**config.mk**
```make
export PLATFORM = sky130hd
export DESIGN_NAME = seg_addr_gen
export DESIGN_NICKNAME = d
export VERILOG_FILES = /design/src/rtl/seg_addr_pkg.sv /design/src/rtl/seg_file.sv /design/src/rtl/addr_fold.sv /design/src/rtl/seg_addr_gen.sv
export SDC_FILE = /design/constraint.sdc
export NUM_CORES = 1
export LEC_CHECK = 0
export BUFFER_PORTS_ARGS = -buffer_cell sky130_fd_sc_hd__buf_2
export CAP_MARGIN = 20
export CORE_AREA = 2 2 101 103
export DETAILED_ROUTE_END_ITERATION = 12
export DIE_AREA = 0 0 103 105
export PLACE_DENSITY_LB_ADDON = 0.1
export SLEW_MARGIN = 40
export SYNTH_ARGS = -nofsm -noshare
export SYNTH_HDL_FRONTEND = slang
export SYNTH_SLANG_ARGS = --single-unit
```
**constraint.sdc**
```tcl
create_clock -name clk -period 6.1 [get_ports clk]
set_clock_uncertainty 0.05 [all_clocks]
set_input_delay 0.305 -clock clk [delete_from_list [all_inputs] [get_ports clk]]
set_output_delay 0.305 -clock clk [all_outputs]
set_load 0.005 [all_outputs]
```
**src/rtl/seg_addr_pkg.sv**
```systemverilog
package seg_addr_pkg;
  localparam int SEG_CNT   = 4;
  localparam int SEG_IDX_W = $clog2(SEG_CNT);

  typedef enum logic [SEG_IDX_W-1:0] {
    SEG_CODE  = 2'd0,
    SEG_DATA  = 2'd1,
    SEG_STACK = 2'd2,
    SEG_EXTRA = 2'd3
  } seg_id_e;
endpackage

```
**src/rtl/seg_file.sv**
```systemverilog
module seg_file #(
  parameter int SEG_W = 16
) (
  input  logic                                         clk,
  input  logic                                         rst_n,
  input  logic                                         wr_en,
  input  logic [seg_addr_pkg::SEG_IDX_W-1:0]           wr_idx,
  input  logic [SEG_W-1:0]                             wr_data,
  input  logic [seg_addr_pkg::SEG_IDX_W-1:0]           rd_idx,
  output logic [SEG_W-1:0]                             rd_base,
  output logic [seg_addr_pkg::SEG_CNT*SEG_W-1:0]       bank_flat
);
  import seg_addr_pkg::*;

  logic [SEG_W-1:0] slot_q [SEG_CNT];

  // one register per segment; the read below sees the pre-write value
  for (genvar g = 0; g < SEG_CNT; g++) begin : g_slot
    always_ff @(posedge clk or negedge rst_n) begin
      if (!rst_n)
        slot_q[g] <= '0;
      else if (wr_en && (wr_idx == SEG_IDX_W'(g)))
        slot_q[g] <= wr_data;
    end
    assign bank_flat[g*SEG_W +: SEG_W] = slot_q[g];
  end

  assign rd_base = slot_q[rd_idx];
endmodule

```
**src/rtl/addr_fold.sv**
```systemverilog
module addr_fold #(
  parameter int SEG_W = 16,
  parameter int OFF_W = 16,
  parameter int SHIFT = 4,
  parameter int PA_W  = SEG_W + SHIFT
) (
  input  logic [SEG_W-1:0] base,
  input  logic [OFF_W-1:0] off,
  output logic [PA_W-1:0]  pa
);
  logic [PA_W-1:0] base_sh;
  logic [PA_W-1:0] off_ext;

  // paragraph base moved up by SHIFT; sum is kept at PA_W bits so the top carry falls away
  assign base_sh = PA_W'({base, {SHIFT{1'b0}}});
  assign off_ext = PA_W'(off);
  assign pa      = base_sh + off_ext;
endmodule

```
**src/rtl/seg_addr_gen.sv**
```systemverilog
module seg_addr_gen #(
  parameter int SEG_W = 16,
  parameter int OFF_W = 16,
  parameter int SHIFT = 4
) (
  input  logic                                clk,
  input  logic                                rst_n,
  input  logic                                wr_en,
  input  logic [seg_addr_pkg::SEG_IDX_W-1:0]  wr_idx,
  input  logic [SEG_W-1:0]                    wr_data,
  input  logic                                req_valid,
  input  logic [seg_addr_pkg::SEG_IDX_W-1:0]  req_seg,
  input  logic [OFF_W-1:0]                    req_off,
  output logic                                addr_valid,
  output logic [SEG_W+SHIFT-1:0]              addr_out
);
  import seg_addr_pkg::*;

  localparam int PA_W = SEG_W + SHIFT;

  logic [SEG_W-1:0]         sel_base;
  logic [SEG_CNT*SEG_W-1:0] bank_flat;
  logic [PA_W-1:0]          pa_next;

  seg_file #(.SEG_W(SEG_W)) u_segs (
    .clk       (clk),
    .rst_n     (rst_n),
    .wr_en     (wr_en),
    .wr_idx    (wr_idx),
    .wr_data   (wr_data),
    .rd_idx    (req_seg),
    .rd_base   (sel_base),
    .bank_flat (bank_flat)
  );

  addr_fold #(
    .SEG_W (SEG_W),
    .OFF_W (OFF_W),
    .SHIFT (SHIFT),
    .PA_W  (PA_W)
  ) u_fold (
    .base (sel_base),
    .off  (req_off),
    .pa   (pa_next)
  );

  always_ff @(posedge clk or negedge rst_n) begin
    if (!rst_n) begin
      addr_valid <= 1'b0;
      addr_out   <= '0;
    end else begin
      addr_valid <= req_valid;
      if (req_valid)
        addr_out <= pa_next;
    end
  end
endmodule

```
# After elaboration in Yosys (flattened, before gate mapping)
# Index checks and enable logic that the tools add are counted.
[word_totals]
inputBits = 40
ff_bits = 85
wordCells = 20
[op_classes]
order_cmp = 1
eq_ne = 3
reduce_logical = 5
bitwise = 1
n_addsub = 1
n_mux = 3
[op_table]
columns = ["op", "count"]
rows = [
  ["16-bit binary-select mux with 2-bit select", 1],
  ["16-bit 2-to-1 mux", 2],
  ["20-bit by 16-bit adder with 20-bit output", 1],
  ["2-bit equality test (second input constant)", 2],
  ["1-bit logical AND", 4],
  ["3-bit >= comparator (second input constant)", 1],
  ["2-bit inverter with 3-bit output", 1],
  ["2-bit by 1-bit equality test with 1-bit output (second input constant)", 1],
  ["2-bit zero test", 1],
]

# Depth between registers and ports, before layout
[depth]
word_depth = 5
mapped_depth = 10
ltp_nobuf = 9

# By module
# A second synthesis with hierarchy kept.
[hier_totals]
cells_unflattened = 307
hier_area_um2 = 4461.8
[by_module_without_submodules]
columns = ["module", "area_each_um2", "cells_per_inst", "seq_area_each_um2", "n_inst"]
rows = [
  ["seg_file", 2792.7, 156, 1601.5, 1],
  ["seg_addr_gen", 848.3, 43, 525.5, 1],
  ["addr_fold", 820.8, 108, 0.0, 1],
]

# Worst setup path after synthesis
# Ideal clock, no wire load.
[synth_path]
path_kind = "input -> register"
start = "input port req_seg[0] in the netlist's numbering"
end = "register addr_out[17]"
arrival_time_ps = 2794
slack_ps = 3174
path_buffers = 2
t_required_ps = 5968
path_stages = 9
path_cell_list = "buf_6 buf_2 mux4_2 ha_1 nand2_1 o21ai_0 a211oi_1 or4_1 a31oi_1"
[synth_between]
elab_chain_len = 5
[synth_lines]
columns = ["element", "line", "rtl"]
rows = [
  ["start: declaration", "seg_addr_gen.sv:12", "input logic [seg_addr_pkg::SEG_IDX_W-1:0] req_seg,"],
  ["2-bit inverter with 3-bit output (not written as such)", "seg_file.sv:28", "assign rd_base = slot_q[rd_idx];"],
  ["16-bit binary-select mux with 2-bit select", "seg_file.sv:28", ""],
  ["16-bit 2-to-1 mux (not written as such) (2 in series)", "seg_file.sv:28", ""],
  ["20-bit by 16-bit adder with 20-bit output", "addr_fold.sv:17", "assign pa = base_sh + off_ext;"],
  ["end signal: assignment", "seg_addr_gen.sv:54", "addr_out <= pa_next;"],
  ["end: declaration", "seg_addr_gen.sv:15", "output logic [SEG_W+SHIFT-1:0] addr_out"],
]
# No other way between the ends. The select of a mux whose other input is x is not followed.
# A chain may end at the register's enable or synchronous reset.

# Worst setup path after layout
[layout_path]
start = "input port req_seg[0] in the netlist's numbering"
end = "register addr_out[14]"
# The elaborated chain is that of the path after synthesis.

==> flow_metrics.tcl <==
set metrics [dict create \
    finalSetupViolCount 0 \
    drv_cap 0 \
    path_max_fanout 16 \
    whs_path_depth 2 \
    area_growth_syn_to_layout_pct 16.28 \
    netSwitchingPower_uw 504.4 \
    ir_drop_mv 0.1514 \
    ctsRootBufferMaster "clkbuf_8" \
    synthArstFlopShare 1.000 \
    required_ps 6300 \
    tritoncts "yes" \
    crit_chain "buf_2, mux4_1, ha_1, inv_1, fa_1, nor2b_1, o31a_1, o31a_1, o21a_1, o31ai_1" \
    min_path_type "input pin to flip-flop" \
    clkTransAtPathRegs_ps 90 \
    gr-total-overflow 0 \
    tightestPinTransition_ps 675.1 \
    dpl.hpwl_um 6338 \
    drv_slew 0 \
    min_period_over_period 0.4696 \
    grt_util_all_layers 0.1783 \
    ys_seq_area_frac 0.4942 \
    antenna_found_initial 0 \
    grt_pass1_vias 2893 \
    cts_htree_levels 3 \
    outcome "completed" \
    antenna_left 0 \
    critPathMaxStageDelay_ps 670 \
    p_leak_uw 0.002202 \
    cts_setup_buffers 0 \
    grt_pass1_wl_um 14880 \
    clock_latency_ps 350 \
    final_core_util 0.5192 \
    hp-start "req_off[0]" \
    synth_warnings 0 \
    crit_path_start_kind "input pin" \
    rr_worst_depth 7 \
    synth_area_leaders "dfrtp_1 49%, mux2_2 19%, mux4_2 6.3%" \
    clockBufferDepth 2 \
    synth_top_cells_by_count "85 x dfrtp_1, 72 x mux2_2, 13 x clkbuf_1" \
    hold_viol 0 \
    diodes 0 \
    yosysTopAreaCell "dfrtp_1" \
    pwr-share-clk 0.265 \
    r2r-end "addr_out[17]" \
    nNetsFinal 433 \
    wl_per_cell_um 17.29 \
    yosysMostFrequentCell "dfrtp_1" \
    synthDistinctLibCells 48 \
    cts.sinks 85 \
    synth_area_mm2 0.004304 \
    critPathSlowestCell "mux4_1" \
    fill_cells 881 \
    ys_ff_latch 85 \
    cp_data_arrival_time_ps 3070 \
    crit_type "input pin to flip-flop" \
    drtIter0Drc 73 \
    reg2reg_setup_slack_ps 3390 \
    die_y_um 105 \
    place_congestion 0.7701 \
    p_seq_frac 0.444 \
    switching_share 0.2998 \
    grt_start_max_net_pins 86 \
    core_area_mm2 0.009639 \
    die_area_mm2 0.01082 \
    netlist_instances 319 \
    synth_top_area_share 0.4942 \
    vias 2847 \
    share_comb_of_total_power 0.291 \
    row_count 36 \
    fin_tns_setup_ps 0 \
    drc 0 \
    rsz0062_at_grt "no" \
    avgSynthCellArea_um2 13.49 \
    p_int_uw 1178 \
    initial_utilization 0.4465 \
    io-pin-count 61 \
    fin_area_mm2 0.005005 \
    ys.flop_type "dfrtp_1" \
    r2r_start "u_segs.bank_flat[54]" \
    fmax_mhz 349.1 \
    period_needed_ps 2864 \
    drtPass1Iterations 4 \
    synth_edf_count 0 \
    crit_top_cell "o31a_1" \
    place_area_mm2 0.004772 \
    cp-end-kind "flip-flop" \
    cts_buffers 9 \
    syn_nets 372 \
    max_slew_margin 0.5500 \
    drive_gt1_frac 0.4390 \
    portBuffers 60 \
    finalWirelength_um 8954 \
    power_density_mw_per_mm2 336.2 \
    whs_endpoint "addr_out[0]" \
    vias_per_cell 5.496 \
    die_w_um 103 \
]
[through the flow]
stage                     cells  worst slack, ps  hold WS, ps  total power (uW)
final                       518             3236        123.1              1683
after floorplan             319             3174       -40.59              1087
after CTS                   518             3201        113.9              1702
after detailed placement    501             2840        365.0              1252
after global placement      497             2911        414.3              1237
after global routing        518             3023        112.3              1791
[critical path: cells and delay by family]
kind	cells	cell delay, ps
AO/OA/AOI/OAI	4	1030
multiplexers	1	670
buffers and inverters	2	530
adder cells (fa/ha/maj)	2	450
AND/OR/NAND/NOR	1	70
[repair_timing]
action                    CTS  global route
resized for setup           0             0
hold endpoints to repair   68             0
hold buffers                1             0
[registers in the layout, indices dropped and copies added, names as in the netlist]
register          cells
addr_out             20
u_segs.bank_flat     64
addr_valid            1
[cell families (layout without fill, tap and decap cells)]
logic type               Yosys count  count (layout)  share of synthesized area
multiplexers                      88              88                     0.2756
adder cells (fa/ha/maj)           13              13                    0.03953
XOR/XNOR                           3               3                   0.006106
AND/OR/NAND/NOR                   50              50                    0.06745
buffers and inverters             21              87                    0.02035
flip-flops                        85              85                     0.4942
AO/OA/AOI/OAI                     59              59                    0.09680
[cell type report]
| cell class | instances | area (um2) | area share |
|---|---|---|---|
| well taps | 133 | 166.4 | 0.03325 |
| clock buffers | 9 | 123.9 | 0.02475 |
| clock inverters | 7 | 96.34 | 0.01925 |
| multi-input cells | 213 | 2101 | 0.4197 |
| repair buffers | 65 | 367.9 | 0.07350 |
| flip-flops and latches | 85 | 2127 | 0.4250 |
| inverters | 6 | 22.52 | 0.004500 |
[metal layers]
metal  vias up  GRT usage  part of all wire
met5         -          0                 0
met1      1425     0.2575              0.48
met3        11    0.03612             0.047
li1       1351          -                 -
met2        60     0.2699              0.46
met4         0    0.05451             0.014
[power by group through the flow]
stage	Sequential (uW)	Clock, uW	Combinational [uW]
after floorplan	747	0	341
after global placement	755	0	482
after detailed placement	759	0	493
after CTS	748	460	495
after global routing	764	481	546
final	746	446	491
[cell usage in the layout, fill, tap and decap left out, types with 3 or more instances in the layout]
master	count
dfrtp_1	85
nand3b_1	4
ha_1	12
o211ai_1	6
a31oi_1	3
a21o_1	6
mux4_2	12
nor2_1	8
mux4_1	4
o21a_1	7
a211oi_1	7
nor3_1	5
a21oi_1	7
o21ai_0	8
clkbuf_8	10
o31ai_1	4
xnor2_1	3
buf_2	59
inv_1	6
nand4b_1	3
mux2_2	72
nand2_1	11
buf_6	3
[how the worst max path moves through the flow]
stage	end	slack, ps	start	cells past startpoint
floorplan	addr_out[17]	3170	req_seg[0]	9
global placement	addr_out[14]	2910	req_seg[0]	10
detailed placement	addr_out[17]	2840	req_seg[0]	8
CTS	addr_out[14]	3200	req_seg[0]	10
global route	addr_out[17]	3020	req_seg[0]	8
finish	addr_out[14]	3240	req_seg[0]	10
Note: power is estimated with default switching activity, not from simulation.
